<file path="src/rtl/ctlp_pkg.sv">
package ctlp_pkg;

    typedef enum logic [2:0] {
        ST_CMD   = 3'd0,
        ST_GDATA = 3'd1,
        ST_LHI   = 3'd2,
        ST_LLO   = 3'd3,
        ST_RESP  = 3'd4,
        ST_RAM   = 3'd5
    } st_e;

    typedef enum logic [1:0] {
        CL_LOCAL  = 2'b00,
        CL_GLOBAL = 2'b01,
        CL_SPARE  = 2'b10,
        CL_RAM    = 2'b11
    } cls_e;

    typedef struct packed {
        logic       is_wr;
        cls_e       cls;
        logic [4:0] addr;
    } cmd_t;

    localparam logic [7:0] ID_BYTE = 8'h81;

endpackage

</file>
<file path="src/rtl/ctlp_cmd_classify.sv">
module ctlp_cmd_classify
    import ctlp_pkg::*;
#(
    parameter int NUM_GREG  = 8,
    parameter int NUM_LPAIR = 4
) (
    input  logic [7:0] byte_i,
    output cmd_t       cmd_o,
    output logic       g_hit_o,
    output logic       l_hit_o
);
    always_comb begin
        cmd_o.is_wr = byte_i[7];
        cmd_o.cls   = cls_e'(byte_i[6:5]);
        cmd_o.addr  = byte_i[4:0];
        g_hit_o     = (32'(byte_i[4:0]) < NUM_GREG);
        l_hit_o     = (32'(byte_i[4:0]) < NUM_LPAIR);
    end
endmodule

</file>
<file path="src/rtl/ctlp_chan_pick.sv">
module ctlp_chan_pick #(
    parameter int NUM_CH = 4,
    localparam int CHW   = (NUM_CH > 1) ? $clog2(NUM_CH) : 1
) (
    input  logic [NUM_CH-1:0] en_i,
    output logic [CHW-1:0]    sel_o,
    output logic              any_o
);
    always_comb begin
        sel_o = '0;
        any_o = 1'b0;
        for (int c = NUM_CH - 1; c >= 0; c--) begin
            if (en_i[c]) begin
                sel_o = CHW'(c);
                any_o = 1'b1;
            end
        end
    end
endmodule

</file>
<file path="src/rtl/ctlp_local_bank.sv">
module ctlp_local_bank #(
    parameter int PAIRS = 4,
    localparam int PW   = (PAIRS > 1) ? $clog2(PAIRS) : 1,
    localparam int NREG = 2 * PAIRS
) (
    input  logic          clk,
    input  logic          rst_n,
    input  logic          wr_en,
    input  logic          wr_hi,
    input  logic [PW-1:0] wr_pair,
    input  logic [7:0]    wr_data,
    input  logic [PW-1:0] rd_pair,
    output logic [7:0]    rd_hi,
    output logic [7:0]    rd_lo
);
    logic [NREG-1:0][7:0] mem_d, mem_q;

    always_comb begin
        mem_d = mem_q;
        if (wr_en) begin
            mem_d[{wr_pair, wr_hi}] = wr_data;
        end
    end

    always_ff @(posedge clk) begin
        if (!rst_n) begin
            mem_q <= '0;
        end else begin
            mem_q <= mem_d;
        end
    end

    assign rd_hi = mem_q[{rd_pair, 1'b1}];
    assign rd_lo = mem_q[{rd_pair, 1'b0}];
endmodule

</file>
<file path="src/rtl/ctlp_cmd_decoder.sv">
module ctlp_cmd_decoder
    import ctlp_pkg::*;
#(
    parameter int NUM_CH    = 4,
    parameter int NUM_GREG  = 8,
    parameter int NUM_LPAIR = 4,
    parameter int CHEN_ADDR = 5
) (
    input  logic              clk,
    input  logic              rst_n,
    input  logic              cs_n,
    input  logic              rx_valid,
    input  logic [7:0]        rx_byte,
    input  logic              tx_ack,
    output logic              tx_req,
    output logic [7:0]        tx_byte,
    output logic [NUM_CH-1:0] ch_en,
    output logic              ram_go,
    output logic              ram_write,
    output logic [4:0]        ram_blk
);
    localparam int GW  = (NUM_GREG > 1) ? $clog2(NUM_GREG) : 1;
    localparam int LPW = (NUM_LPAIR > 1) ? $clog2(NUM_LPAIR) : 1;
    localparam int CHW = (NUM_CH > 1) ? $clog2(NUM_CH) : 1;

    typedef struct packed {
        st_e                        st;
        logic [4:0]                 addr;
        logic                       wr_ok;
        logic [2:0][7:0]            resp;
        logic [1:0]                 rlast;
        logic [1:0]                 ridx;
        logic [NUM_GREG-1:0][7:0]   greg;
        logic                       ram_go;
        logic                       ram_wr;
        logic [4:0]                 ram_blk;
    } ctl_t;

    ctl_t ctl_d, ctl_q;

    cmd_t              cmd;
    logic              g_hit, l_hit;
    logic              take;
    logic              lwr_en, lwr_hi;
    logic [CHW-1:0]    rd_sel;
    logic              rd_any;
    logic [NUM_CH-1:0][7:0] bank_hi, bank_lo;

    ctlp_cmd_classify #(.NUM_GREG(NUM_GREG), .NUM_LPAIR(NUM_LPAIR)) u_cls (
        .byte_i (rx_byte),
        .cmd_o  (cmd),
        .g_hit_o(g_hit),
        .l_hit_o(l_hit)
    );

    ctlp_chan_pick #(.NUM_CH(NUM_CH)) u_pick (
        .en_i (ch_en),
        .sel_o(rd_sel),
        .any_o(rd_any)
    );

    for (genvar c = 0; c < NUM_CH; c++) begin : g_bank
        ctlp_local_bank #(.PAIRS(NUM_LPAIR)) u_bank (
            .clk    (clk),
            .rst_n  (rst_n),
            .wr_en  (lwr_en & ch_en[c]),
            .wr_hi  (lwr_hi),
            .wr_pair(ctl_q.addr[LPW-1:0]),
            .wr_data(rx_byte),
            .rd_pair(cmd.addr[LPW-1:0]),
            .rd_hi  (bank_hi[c]),
            .rd_lo  (bank_lo[c])
        );
    end

    assign take = rx_valid & ~cs_n;

    always_comb begin
        ctl_d        = ctl_q;
        ctl_d.ram_go = 1'b0;
        lwr_en       = 1'b0;
        lwr_hi       = 1'b0;
        if (cs_n) begin
            ctl_d.st = ST_CMD;
        end else begin
            unique case (ctl_q.st)
                ST_CMD: if (take) begin
                    ctl_d.addr = cmd.addr;
                    ctl_d.ridx = 2'd0;
                    ctl_d.resp = '0;
                    ctl_d.resp[0] = ID_BYTE;
                    unique case (cmd.cls)
                        CL_RAM: begin
                            ctl_d.st      = ST_RAM;
                            ctl_d.ram_go  = 1'b1;
                            ctl_d.ram_wr  = cmd.is_wr;
                            ctl_d.ram_blk = cmd.addr;
                        end
                        CL_LOCAL: begin
                            ctl_d.wr_ok = l_hit;
                            if (cmd.is_wr) begin
                                ctl_d.st = ST_LHI;
                            end else begin
                                ctl_d.st    = ST_RESP;
                                ctl_d.rlast = 2'd2;
                                if (l_hit && rd_any) begin
                                    ctl_d.resp[1] = bank_hi[rd_sel];
                                    ctl_d.resp[2] = bank_lo[rd_sel];
                                end
                            end
                        end
                        default: begin
                            ctl_d.wr_ok = g_hit && (cmd.cls == CL_GLOBAL);
                            if (cmd.is_wr) begin
                                ctl_d.st = ST_GDATA;
                            end else begin
                                ctl_d.st    = ST_RESP;
                                ctl_d.rlast = 2'd1;
                                if (g_hit && (cmd.cls == CL_GLOBAL)) begin
                                    ctl_d.resp[1] = ctl_q.greg[cmd.addr[GW-1:0]];
                                end
                            end
                        end
                    endcase
                end
                ST_GDATA: if (take) begin
                    if (ctl_q.wr_ok) begin
                        ctl_d.greg[ctl_q.addr[GW-1:0]] = rx_byte;
                    end
                    ctl_d.st = ST_CMD;
                end
                ST_LHI: if (take) begin
                    lwr_en   = ctl_q.wr_ok;
                    lwr_hi   = 1'b1;
                    ctl_d.st = ST_LLO;
                end
                ST_LLO: if (take) begin
                    lwr_en   = ctl_q.wr_ok;
                    ctl_d.st = ST_CMD;
                end
                ST_RESP: if (tx_ack) begin
                    if (ctl_q.ridx == ctl_q.rlast) begin
                        ctl_d.st = ST_CMD;
                    end else begin
                        ctl_d.ridx = ctl_q.ridx + 2'd1;
                    end
                end
                default: ;
            endcase
        end
    end

    always_ff @(posedge clk) begin
        if (!rst_n) begin
            ctl_q    <= '0;
            ctl_q.st <= ST_CMD;
        end else begin
            ctl_q <= ctl_d;
        end
    end

    assign tx_req    = (ctl_q.st == ST_RESP);
    assign tx_byte   = ctl_q.resp[ctl_q.ridx];
    assign ch_en     = ctl_q.greg[CHEN_ADDR][NUM_CH-1:0];
    assign ram_go    = ctl_q.ram_go;
    assign ram_write = ctl_q.ram_wr;
    assign ram_blk   = ctl_q.ram_blk;
endmodule

</file>
<file path="config.mk">
export PLATFORM = sky130hd
export DESIGN_NAME = ctlp_cmd_decoder
export DESIGN_NICKNAME = d
export VERILOG_FILES = /design/src/rtl/ctlp_pkg.sv /design/src/rtl/ctlp_cmd_classify.sv /design/src/rtl/ctlp_chan_pick.sv /design/src/rtl/ctlp_local_bank.sv /design/src/rtl/ctlp_cmd_decoder.sv
export SDC_FILE = /design/constraint.sdc
export NUM_CORES = 1
export LEC_CHECK = 0
export BUFFER_PORTS_ARGS = -buffer_cell sky130_fd_sc_hd__buf_2
export CAP_MARGIN = 15
export CORE_MARGIN = 3
export CORE_UTILIZATION = 60
export DETAILED_ROUTE_END_ITERATION = 7
export MAX_ROUTING_LAYER = met4
export PLACE_DENSITY = 0.85
export RECOVER_POWER = 50
export SLEW_MARGIN = 20
export SYNTH_ARGS = -nofsm -noshare
export SYNTH_HDL_FRONTEND = slang
export SYNTH_SLANG_ARGS = --single-unit
</file>
<file path="constraint.sdc">
create_clock -name clk -period 2.76 [get_ports clk]
set_input_delay 0.276 -clock clk [delete_from_list [all_inputs] [get_ports clk]]
set_output_delay 0.276 -clock clk [all_outputs]
set_load 0.05 [all_outputs]
</file>
; ---- Word level (Yosys, flattened, before mapping)
; Index checks and enable logic that the tools add are counted.
[op_classes]
add_sub_neg = 1
magnitude_cmp = 11
n_eq_ne = 13
mux = 70
bitwise = 11
reduce_logical = 19
[ops]
columns = cell, count
row1 = bitwise mux 64 bit, 5
row2 = binary-select mux 8 bit (select 2 bit), 11
row3 = 2-to-1 mux 8 bit, 17
row4 = demux 8 bit (select 3 bit), 2
row5 = 2-to-1 mux 37 bit, 1
row6 = 2-to-1 mux 16 bit, 2
row7 = binary-select mux 8 bit (select 3 bit), 1
row8 = < comparator 3 x 4 -> 1 bit (second input constant), 5
row9 = 2-to-1 mux 3 bit, 6
row10 = 2-to-1 mux 2 bit, 8
row11 = case mux 8 bit (2 select lines), 1
row12 = case mux 3 bit (4 select lines), 1
row13 = AND reduction 4 bit, 3
row14 = 2-to-1 mux 1 bit, 10
row15 = AND reduction 5 bit, 2
row16 = != test 2 bit (second input constant), 4
row17 = case mux 2 bit (2 select lines), 2
row18 = 2-to-1 mux 7 bit, 1
row19 = == test 3 x 2 -> 1 bit (second input constant), 2
row20 = >= comparator 3 x 1 -> 1 bit (second input constant), 2
row21 = < comparator 2 x 3 -> 1 bit (second input constant), 2
row22 = inverter 1 bit, 6
row23 = case mux 3 bit (2 select lines), 1
row24 = AND reduction 6 bit, 1
row25 = other kinds (19), 29
[totals]
register_bits = 357
out_inout_bits = 20
elab_cells = 176

; ---- Depth between registers and ports, before layout
[logic_depth]
word_depth = 11
ltp_mapped = 9
depth_no_buf = 7

; ---- Hierarchy
; From an unflattened synthesis, not the netlist that was laid out.
[hier_totals]
hier_cells = 1493
area_unflattened_um2 = 16022.9
[by_module_without_submodules]
columns = module, instances, cells_each, area_per_inst_um2, seq_area_each_um2
row1 = ctlp_local_bank, 4, 243, 2728.9, 1281.2
row2 = ctlp_cmd_decoder, 1, 504, 4998.5, 1981.9
row3 = ctlp_cmd_classify, 1, 10, 73.8, 0.0
row4 = ctlp_chan_pick, 1, 7, 35.0, 0.0

; ---- Least setup slack after synthesis
; OpenSTA, ideal clock, no wires.
[synth_path]
kind = in2reg
from = input rx_byte[6]
to = register ctl_q[83] (netlist name)
setup_time_ns = 0.074
t_arrival_ns = 2.397
t_required_ns = 2.686
slack_ns = 0.288
path_stages = 9
path_buffers = 2
cell_sequence = clkbuf_1 clkbuf_1 inv_1 ha_1 or4_1 nor3_2 o21ai_0 or3_1 a31oi_1
[synth_via]
elab_chain_cells = 5
word_cells_on_any_way = 7
classes_between = eq/ne: 2 / mux: 3 / reduce/logical: 2
[synth_rtl]
columns = element, line_no
row1 = start: declaration, ctlp_cmd_decoder.sv:13  ; input logic [7:0] rx_byte,
row2 = == test 2 x 1 -> 1 bit, ctlp_cmd_decoder.sv:119  ; if (g_hit && (cmd.cls == CL_GLOBAL)) begin
row3 = logical AND 1 bit, ctlp_cmd_decoder.sv:119
row4 = 2-to-1 mux 8 bit, ctlp_cmd_decoder.sv:119
row5 = 2-to-1 mux 8 bit, ctlp_cmd_decoder.sv:114  ; if (cmd.is_wr) begin
row6 = case mux 8 bit (2 select lines) (*), ctlp_cmd_decoder.sv:92  ; unique case (cmd.cls)
row7 = end signal: assignment, ctlp_cmd_decoder.sv:158  ; ctl_q <= ctl_d;
row8 = end: declaration, ctlp_cmd_decoder.sv:39  ; ctl_t ctl_d, ctl_q;
; Every way passes the cells marked *; elsewhere a longest branch is shown, timed or not.
; A chain may end at the register's enable or synchronous reset.

; ---- Worst setup path in the final report
[layout_path]
from = register ctl_q[105] (netlist name)
to = register g_bank[2].u_bank.mem_q[63] (netlist name)
[layout_via]
elab_chain_cells = 8
word_cells_on_any_way = 14
classes_between = order compare: 2 / eq/ne: 2 / mux: 7 / bitwise: 1 / reduce/logical: 2
[layout_rtl]
columns = element, line_no
row1 = == test 3 x 2 -> 1 bit, ctlp_cmd_decoder.sv:86  ; unique case (ctl_q.st)
row2 = 2-to-1 mux 1 bit, ctlp_cmd_decoder.sv:86
row3 = 2-to-1 mux 1 bit, ctlp_cmd_decoder.sv:83  ; if (cs_n) begin
row4 = < comparator 3 x 4 -> 1 bit (not written as such) / >= comparator 3 x 1 -> 1 bit (equally long branches), ctlp_local_bank.sv:21  ; mem_d[{wr_pair, wr_hi}] = wr_data;
row5 = logical AND 1 bit (not written as such), ctlp_local_bank.sv:21
row6 = 2-to-1 mux 8 bit (not written as such), ctlp_local_bank.sv:21
row7 = demux 8 bit (select 3 bit), -
row8 = bitwise mux 64 bit, ctlp_local_bank.sv:21
row9 = end signal: assignment, ctlp_local_bank.sv:29  ; mem_q <= mem_d;
row10 = end: declaration, ctlp_local_bank.sv:16  ; logic [NREG-1:0][7:0] mem_d, mem_q;
; Several ways; a longest one is shown, not always the timed one.

==> results.py <==
metrics = {
    "die": {
        "row_count": 60,
        "die-area_um2": 29700,
        "die_x_um": 172,
        "start_util_pct": 61.3,
        "core_um2": 27100,
        "ios": 33,
        "die_height_um": 172,
    },
    "worst_setup_path": {
        "worstSetupStartpointType": "flop",
        "end_kind": "flop",
        "crit_type": "reg -> reg",
        "max_stage_delay_ns": 0.58,
        "crit_slowest_cell": "nor2_1",
        "crit_path_frequent_cell": "buf_4",
        "cp.arrival_ns": 2.92,
        "cp.required_ns": 3.20,
        "cp_cell_sequence": "nor4b_1, buf_4, nand4_1, buf_4, nor2_1, nand2_1, a21boi_0",
        "critPathMaxFanout": 36,
    },
    "clocking": {
        "cts_htree_levels": 2,
        "path_clk_slew_ns": 0.06,
        "postCtsSetupRepairBufs": 0,
        "tritoncts": "yes",
        "clockBufferDepth": 3,
        "cts_sinks": 355,
        "root_buffer": "clkbuf_16",
        "insertion_delay_ns": 0.53,
        "ctsHoldBuffers": 0,
        "cts_resized": 0,
        "cts_made_buffers": 39,
    },
    "pwr": {
        "leakage_nw": 6.06,
        "power.density_nw_per_um2": 607,
        "ir_drop_mv": 0.424,
    },
    "synthesis": {
        "async_flop_share_pct": 0,
        "synth_most_common_cell": "dfxtp_1",
        "synth_edf_count": 0,
        "synth_area_leaders": "dfxtp_1 43%, a21boi_0 12%, mux4_2 11%",
        "ys_types": 54,
        "synth_top_cell_area_share_pct": 42.8,
        "synth_top_area_cell": "dfxtp_1",
        "synth_common_cells": "355 x dfxtp_1, 334 x nand2_1, 264 x a21boi_0",
        "ys_seq_area_share_pct": 42.8,
        "syn_inst": 1794,
        "synthesis.nets": 1810,
        "syn_area_per_cell_um2": 9.26,
        "ys_warn_count": 0,
        "syn-cell-area_um2": 16600,
        "synth_ff_type": "dfxtp_1",
        "synth_seq_cells": 355,
    },
    "final_layout": {
        "nets": 1768,
        "fillerInstances": 2030,
        "area_growth_pct": 10.5,
        "diodes": 0,
        "final_core_util_pct": 67.8,
        "instances_no_fill": 2153,
        "drive_gt1_share_pct": 13.8,
    },
    "place": {
        "gp_congestion": 0.888,
        "dp.cells": 2083,
        "numPortBuffers": 32,
        "dpl.hpwl_um": 27400,
    },
    "worst_hold_path": {
        "hold_class": "in -> reg",
    },
    "detailed_routing": {
        "via_per_inst": 6.40,
        "first_iter_violations": 1827,
        "dr.pass1.iters": 6,
        "vias": 13783,
        "ant_nets": 0,
        "postRouteWirelength_um": 44700,
        "drc": 0,
        "wire_per_inst_um": 20.8,
    },
    "sta": {
        "rsz0062_at_grt": "false",
        "finalCritPeriodShare_pct": 90.0,
        "setup_violations": 0,
        "worstMarginPinSlew_ns": 1.12,
        "relSlewSlack_pct": 24.8,
        "fmax_ghz": 0.403,
        "fin_crit_ns": 2.48,
        "setup_tns_ns": 0,
        "drv_slew": 0,
        "hold_violations": 0,
        "fin_skew_ns": 0.0225,
    },
    "global_routing": {
        "grt_pass1_wl_um": 70700,
        "antenna_found_initial": 0,
        "grt_usage_pct": 30.5,
        "grt_pass1_vias": 13447,
        "grt_max_degree": 165,
        "grt.overflow.total": 0,
    },
    "run_status": {
        "status": "completed",
    },
    "run": {
        "drv_cap": 0,
    },
}
-- through the flow --
step                power, mW  hold WS, ns  area, um^2  worst slack [ns]
floorplan                5.66        0.433       16600             0.288
global placement         5.82        0.442       17100             0.461
detailed placement       5.82        0.455       17100             0.369
CTS                      11.2        0.146       18400             0.353
global route             11.4        0.164       18400             0.145
finish                   11.2        0.165       18400             0.276
-- flip-flops by register name, summed over array words and instances (netlist names) --
signal,cells
ch_en,4
g_bank.u_bank.mem_q,256
ram_go,1
ram_write,1
ctl_q,88
ram_blk,5
-- final timing paths --
| check | end | startpoint | slack (ns) | depth (start not counted) |
|---|---|---|---|---|
| setup / recovery | g_bank[2].u_bank.mem_q[63] | ctl_q[105] | 0.28 | 7 |
| hold reg to reg | g_bank[1].u_bank.mem_q[24] | g_bank[1].u_bank.mem_q[24] | 0.46 | 2 |
| hold / removal | ctl_q[107] | rx_valid | 0.16 | 3 |
| setup reg to reg | g_bank[2].u_bank.mem_q[63] | ctl_q[105] | 0.28 | 7 |
-- layout by cell type, fill, tap and decap left out, types with 13 or more instances in the layout --
cell type / instances
mux4_2: 80
clkbuf_1: 20
dfxtp_1: 355
nand3_1: 124
nor2_1: 32
mux2i_1: 78
nand2_1: 334
buf_4: 51
buf_2: 17
nor2b_1: 77
a21boi_0: 264
o21ai_0: 133
and3_1: 13
clkbuf_16: 40
-- kinds of logic after synthesis --
logic type,share of synthesized area [%]
and+or+nand+nor,17.7
DFF,42.8
muxes,15.5
buffers and inverters,4.60
AOI/OAI and AO/OA,19.1
xor gates and xnor gates,0.158
adders and majority gates,0.226
-- final cells by class --
type                            count  area [um^2]  share of cell area, %
Clock inverter                     19          243                   1.32
Clock buffer                       51         1110                   6.06
Tap cell                          372          465                   2.53
Sequential cell                   355         7110                   38.7
Timing Repair Buffer               94          681                   3.71
Inverter                            8         30.0                  0.163
Multi-Input combinational cell   1254         8730                   47.5
-- report_power, final --
group          switching, mW  internal [mW]  leakage, nW
Sequential            0.0154           5.14         2.86
Clock                   2.11           3.32        0.677
Combinational          0.367          0.202         2.53
-- critical path, delay by kind of cell (launching register included) --
| family | cells | cell delay [ns] |
|---|---|---|
| and+or+nand+nor | 4 | 1.23 |
| buffers and inverters | 2 | 0.55 |
| DFF | 1 | 0.37 |
| AOI/OAI and AO/OA | 1 | 0.21 |
-- routing by layer --
metal	track usage [%]	part of all wire, %	wire (um)	vias up
met5	-	0	0	-
met4	13.2	4.1	1820	0
met3	5.30	10	4520	158
met2	48.1	47	21100	777
met1	38.8	39	17300	6647
li1	-	-	-	6201
Note: power is estimated with default switching activity, not from simulation.
